===== src/rtl/bxr_pkg.sv =====
package bxr_pkg;

    typedef enum logic [1:0] {
        XMODE_ISOLATE = 2'd0,
        XMODE_A_ONLY  = 2'd1,
        XMODE_B_ONLY  = 2'd2,
        XMODE_BOTH    = 2'd3
    } xmode_e;

    typedef struct packed {
        logic drive_a;
        logic drive_b;
        logic keep;
    } drive_plan_t;

    function automatic xmode_e decode_mode(input logic oe_a_n, input logic oe_b);
        xmode_e m;
        unique case ({!oe_a_n, oe_b})
            2'b00:   m = XMODE_ISOLATE;
            2'b10:   m = XMODE_A_ONLY;
            2'b01:   m = XMODE_B_ONLY;
            default: m = XMODE_BOTH;
        endcase
        return m;
    endfunction

    function automatic drive_plan_t plan_for(input xmode_e m, input logic sel_ab,
                                             input logic sel_ba);
        drive_plan_t p;
        p.drive_a = (m == XMODE_A_ONLY) || (m == XMODE_BOTH);
        p.drive_b = (m == XMODE_B_ONLY) || (m == XMODE_BOTH);
        p.keep    = (m == XMODE_BOTH) && !sel_ab && !sel_ba;
        return p;
    endfunction

endpackage


===== src/rtl/bxr_capture_reg.sv =====
module bxr_capture_reg #(
    parameter int W = 8
) (
    input  logic         clk,
    input  logic         rst,
    input  logic         strobe,
    input  logic [W-1:0] d,
    output logic [W-1:0] q
);
    logic strobe_d;
    logic load;

    assign load = strobe && !strobe_d;

    always_ff @(posedge clk) begin
        if (rst) begin
            strobe_d <= 1'b0;
            q        <= '0;
        end else begin
            strobe_d <= strobe;
            if (load) begin
                q <= d;
            end
        end
    end
endmodule


===== src/rtl/bxr_keeper_reg.sv =====
module bxr_keeper_reg #(
    parameter int W = 8
) (
    input  logic         clk,
    input  logic         rst,
    input  logic [W-1:0] bus,
    output logic [W-1:0] last
);
    always_ff @(posedge clk) begin
        if (rst) begin
            last <= '0;
        end else begin
            last <= bus;
        end
    end
endmodule


===== src/rtl/bxr_drive_ctl.sv =====
module bxr_drive_ctl
    import bxr_pkg::*;
#(
    parameter int W = 8
) (
    input  logic         oe_a_n,
    input  logic         oe_b,
    input  logic         sel_ab,
    input  logic         sel_ba,
    input  logic [W-1:0] a_live,
    input  logic [W-1:0] b_live,
    input  logic [W-1:0] a_stored,
    input  logic [W-1:0] b_stored,
    input  logic [W-1:0] a_kept,
    input  logic [W-1:0] b_kept,
    output logic [W-1:0] a_drv,
    output logic         a_en,
    output logic [W-1:0] b_drv,
    output logic         b_en
);
    xmode_e      mode;
    drive_plan_t plan;
    logic [W-1:0] src_to_a;
    logic [W-1:0] src_to_b;
    logic [W-1:0] val_a;
    logic [W-1:0] val_b;

    always_comb begin
        mode     = decode_mode(oe_a_n, oe_b);
        plan     = plan_for(mode, sel_ab, sel_ba);
        src_to_a = sel_ba ? b_stored : b_live;
        src_to_b = sel_ab ? a_stored : a_live;
        if (plan.keep) begin
            val_a = a_kept;
            val_b = b_kept;
        end else begin
            val_a = ~src_to_a;
            val_b = ~src_to_b;
        end
        a_en  = plan.drive_a;
        b_en  = plan.drive_b;
        a_drv = plan.drive_a ? val_a : '0;
        b_drv = plan.drive_b ? val_b : '0;
    end
endmodule


===== src/rtl/bus_xcvr_reg.sv =====
module bus_xcvr_reg #(
    parameter int W = 8
) (
    input  logic         clk,
    input  logic         rst,
    input  logic         cap_a,
    input  logic         cap_b,
    input  logic         oe_a_n,
    input  logic         oe_b,
    input  logic         sel_ab,
    input  logic         sel_ba,
    input  logic [W-1:0] a_in,
    output logic [W-1:0] a_out,
    output logic         a_oe,
    input  logic [W-1:0] b_in,
    output logic [W-1:0] b_out,
    output logic         b_oe
);
    localparam int SIDES = 2;

    logic [SIDES-1:0]        strobe_vec;
    logic [SIDES-1:0][W-1:0] bus_vec;
    logic [SIDES-1:0][W-1:0] stored_q;
    logic [SIDES-1:0][W-1:0] kept_q;
    logic [W-1:0]            reg_a_q;
    logic [W-1:0]            reg_b_q;

    assign strobe_vec = {cap_b, cap_a};
    assign bus_vec    = {b_in, a_in};

    for (genvar s = 0; s < SIDES; s++) begin : g_side
        bxr_capture_reg #(.W(W)) u_cap (
            .clk    (clk),
            .rst    (rst),
            .strobe (strobe_vec[s]),
            .d      (bus_vec[s]),
            .q      (stored_q[s])
        );
        bxr_keeper_reg #(.W(W)) u_keep (
            .clk  (clk),
            .rst  (rst),
            .bus  (bus_vec[s]),
            .last (kept_q[s])
        );
    end

    assign reg_a_q = stored_q[0];
    assign reg_b_q = stored_q[1];

    bxr_drive_ctl #(.W(W)) u_ctl (
        .oe_a_n   (oe_a_n),
        .oe_b     (oe_b),
        .sel_ab   (sel_ab),
        .sel_ba   (sel_ba),
        .a_live   (a_in),
        .b_live   (b_in),
        .a_stored (reg_a_q),
        .b_stored (reg_b_q),
        .a_kept   (kept_q[0]),
        .b_kept   (kept_q[1]),
        .a_drv    (a_out),
        .a_en     (a_oe),
        .b_drv    (b_out),
        .b_en     (b_oe)
    );
endmodule


===== config.mk =====
export PLATFORM = sky130hd
export DESIGN_NAME = bus_xcvr_reg
export DESIGN_NICKNAME = d
export VERILOG_FILES = /design/src/rtl/bxr_pkg.sv /design/src/rtl/bxr_capture_reg.sv /design/src/rtl/bxr_keeper_reg.sv /design/src/rtl/bxr_drive_ctl.sv /design/src/rtl/bus_xcvr_reg.sv
export SDC_FILE = /design/constraint.sdc
export NUM_CORES = 1
export LEC_CHECK = 0
export ABC_CLOCK_PERIOD_IN_PS = 1350
export BUFFER_PORTS_ARGS = -buffer_cell sky130_fd_sc_hd__buf_2
export CORE_ASPECT_RATIO = 1.1
export CORE_UTILIZATION = 25
export DETAILED_ROUTE_END_ITERATION = 12
export PLACE_DENSITY = 0.4
export SLEW_MARGIN = 20
export SYNTH_ARGS = -nofsm -noshare
export SYNTH_HDL_FRONTEND = slang
export SYNTH_SLANG_ARGS = --single-unit

===== constraint.sdc =====
create_clock -name clk -period 1.35 [get_ports clk]
set_input_delay 0.135 -clock clk [delete_from_list [all_inputs] [get_ports clk]]
set_output_delay 0.135 -clock clk [all_outputs]
set_load 0.03 [all_outputs]

==> impl_metrics.csv <==
group,metric,value,unit
outcome,status,"finished, final reports clean",
setup_path,cp.arrival,1.17,ns
placement,port_buffers,41,
clock_tree,clk_pin_slew,0.08,ns
placement,hpwl,2505,um
setup_path,cpMostUsedCell,"buf_4",
synthesis,synth_compound_area_share,5.410,%
setup_path,critPathKind,"primary input to output port",
drt,drc,0,
cells_and_area,n_fill_cell,624,
setup_path,critPathCaptureType,"output port",
floorplanning,fp.dieH,82.70,um
clock_tree,clk_latency,0.28,ns
min_path,hp-class,"primary input to flip-flop",
job,cap_violations,0,
synthesis,synth_cell_types,14,
synthesis,syn_area_per_cell,9.025,sq um
clock_tree,cts_made_buffers,5,
clock_tree,htree_levels,2,
drt,via_per_inst,4.156,
placement,gp_congestion,0.7091,
floorplanning,num_rows,29,
setup_path,critPathSlowestCell,"nor4b_4",
synthesis,syn_area,1480,sq um
setup_path,path_max_fanout,8,
setup_path,path_delay_family,"buffers and inverters",
synthesis,synth_cells,164,
grt,grt_pass1_wl,5409,um
floorplanning,die_area,6233,sq um
clock_tree,cts_buffer_depth,2,
synthesis,synthMuxAreaShare,21.64,%
clock_tree,root_buffer,"clkbuf_8",
sta,relSlewSlack,76.94,%
sta,fin_skew,0.008663,ns
pwr,power_density,1153,nW/um^2
sta,fmax,765.1,MHz
grt,overflow,0,
pwr,switching_share,28.10,%
cells_and_area,antennaDiodeCount,0,
pwr,comb_power_share,19.4,%
synthesis,synth-simple-area-share,22.23,%
drt,drtIter0Drc,75,
sta,slew_viol_final,0,
grt,antenna_found_initial,0,
cells_and_area,drive_gt1_share,31.13,%
drt,vias,1201,
drt,routedWlPerCell,12.24,um
grt,grt_max_degree,35,
pwr,ir_drop,462.5,uV
clock_tree,cts_tree,"built",
clock_tree,clock-sinks,34,
synthesis,yosysWarnings,0,
drt,dr.pass1.iters,4,
floorplanning,start_util,25.82,%
pwr,p_seq_share,46.7,%
floorplanning,dieWidth,75.37,um
pwr,clkPwrFrac,33.9,%
sta,setup_viol,0,
synthesis,synth_nets,188,
floorplanning,core_area,5733,sq um
pwr,power_switching,0.0006519,W
synthesis,ys_seq_area_share,45.98,%
pwr,p_leak,0.9176,nW
pwr,p_int,0.001668,W
cells_and_area,final_util,35.09,%
synthesis,synth-xor-area-share,0,%
cells_and_area,stdcell_count,289,
setup_path,required,1.22,ns
cells_and_area,ff_latch_area,683.2,sq um
setup_path,path_buf_inv,4,
sta,rsz0062_at_grt,"true",
grt,grt_pass1_vias,1169,
synthesis,ys_ff_latch,34,
cells_and_area,syn2layout_area_growth,35.93,%
sta,worstMarginPinSlew,0.3460,ns
sta,post-route-min-period,1.307,ns
setup_path,start_kind,"primary input",
setup_path,cp_slowest_stage_delay,0.25,ns
synthesis,synth_top_family_by_area,"simple AND/OR/NAND/NOR gates",
grt,track_usage,11.93,%
clock_tree,postCtsHoldBufs,0,
synthesis,yosys.area_share.adder,0,%
drt,ant_nets,0,
placement,dp_cells,278,
sta,period_share,96.81,%
cells_and_area,multiInputGateArea,740.7,sq um
sta,hold_violations,0,
cells_and_area,final_nets,235,
drt,wirelength,3536,um
setup_path,crit_chain,"buf_2 -> nor4b_4 -> buf_4 -> clkbuf_16 -> nand2_1 -> o21ai_1 -> buf_4",
floorplanning,io_pins,42,
Yosys cell counts:
cell	n	area, sq um
buf_2	4	20.02
buf_4	2	15.01
buf_6	1	11.26
clkbuf_1	4	15.01
clkbuf_2	1	5.000
clkinv_1	1	3.750
dfxtp_1	34	680.7
mux2i_1	32	320.3
nand2_1	32	120.1
nor2_1	16	60.06
nor2b_1	20	125.1
nor4b_4	1	23.77
o21ai_0	14	70.07
o21ai_1	2	10.01
final timing paths:
kind | endpoint | cells past startpoint | start | slack, ns
worst max-delay path | a_out[3] | 7 | oe_a_n | 0.04
worst min-delay path | g_side[0].u_cap.strobe_d | 2 | cap_a | 0.07
worst max register to register | g_side[0].u_cap.q[0] | 4 | g_side[0].u_cap.strobe_d | 0.36
worst min register to register | g_side[1].u_cap.q[0] | 2 | g_side[1].u_cap.q[0] | 0.49
repair_timing:
action / CTS / global route
pin swaps: 0 / 1
endpoints found under the setup margin: 6 / 15
setup buffers: 0 / 1
endpoints found under the hold margin: 0 / 0
resized for setup: 12 / 27
gates cloned: 0 / 2
flip-flops by register name (all words and copies together) (netlist names):
register               flops
g_side.u_keep.last        16
g_side.u_cap.q            16
g_side.u_cap.strobe_d      2
stage by stage:
| stage | area (sq um) | setup WS, ns | setup TNS, ns | hold slack (ns) | power [W] |
|---|---|---|---|---|---|
| global placement | 1800 | 0.02338 | 0 | 0.3564 | 0.001514 |
| finish | 2012 | 0.04302 | 0 | 0.06946 | 0.002320 |
| floorplan | 1480 | -0.09969 | -1.182 | 0.2066 | 0.001371 |
| CTS | 1911 | 0.003644 | 0 | 0.06314 | 0.002310 |
| detailed placement | 1800 | 0.01184 | 0 | 0.3622 | 0.001514 |
| global route | 2012 | -0.02768 | -0.09887 | 0.08797 | 0.002436 |
per-layer routing:
layer / up-vias / global-route usage (%) / part of all wire (%)
met1: 539 / 14.60 / 47
met4: 0 / 4.444 / 2.0
met5: - / 0 / 0
met3: 7 / 4.248 / 4.4
met2: 28 / 19.11 / 46
li1: 627 / - / -
cells by family after synthesis:
kind of cell,after synthesis
AND/OR/NAND/NOR,69
buffers and inverters,13
AO/OA/AOI/OAI,16
multiplexers,32
flip-flops,34
cells in the final DEF (no fill, tap or decap), types with 3 or more instances in the layout:
master,count
mux2i_1,32
nand2_1,32
dfxtp_1,32
buf_2,26
nor2b_1,20
buf_4,20
nor2_1,16
o21ai_1,12
clkbuf_8,6
o21ai_2,3
worst register-to-register path, delay by kind of cell (launching register included):
family	cells	cell delay, ns
DFF	1	0.30
muxes	1	0.21
buffers and inverters	1	0.20
and+or+nand+nor	2	0.16
power groups by stage:
| stage | registers (W) | logic [W] | clock network [W] |
|---|---|---|---|
| floorplan | 0.00110 | 0.000273 | 0 |
| global placement | 0.00110 | 0.000410 | 0 |
| detailed placement | 0.00110 | 0.000410 | 0 |
| CTS | 0.00108 | 0.000423 | 0.000804 |
| global route | 0.00109 | 0.000494 | 0.000853 |
| finish | 0.00108 | 0.000451 | 0.000785 |
cell type report:
class	instances	share of cell area, %
clock inverters	2	0.6219
inverters	1	0.1866
flip-flops and latches	34	33.96
well taps	77	4.789
repair buffers	52	19.53
multi-input cells	117	36.82
clock buffers	6	4.104
Power figures use the tool's default switching activity.
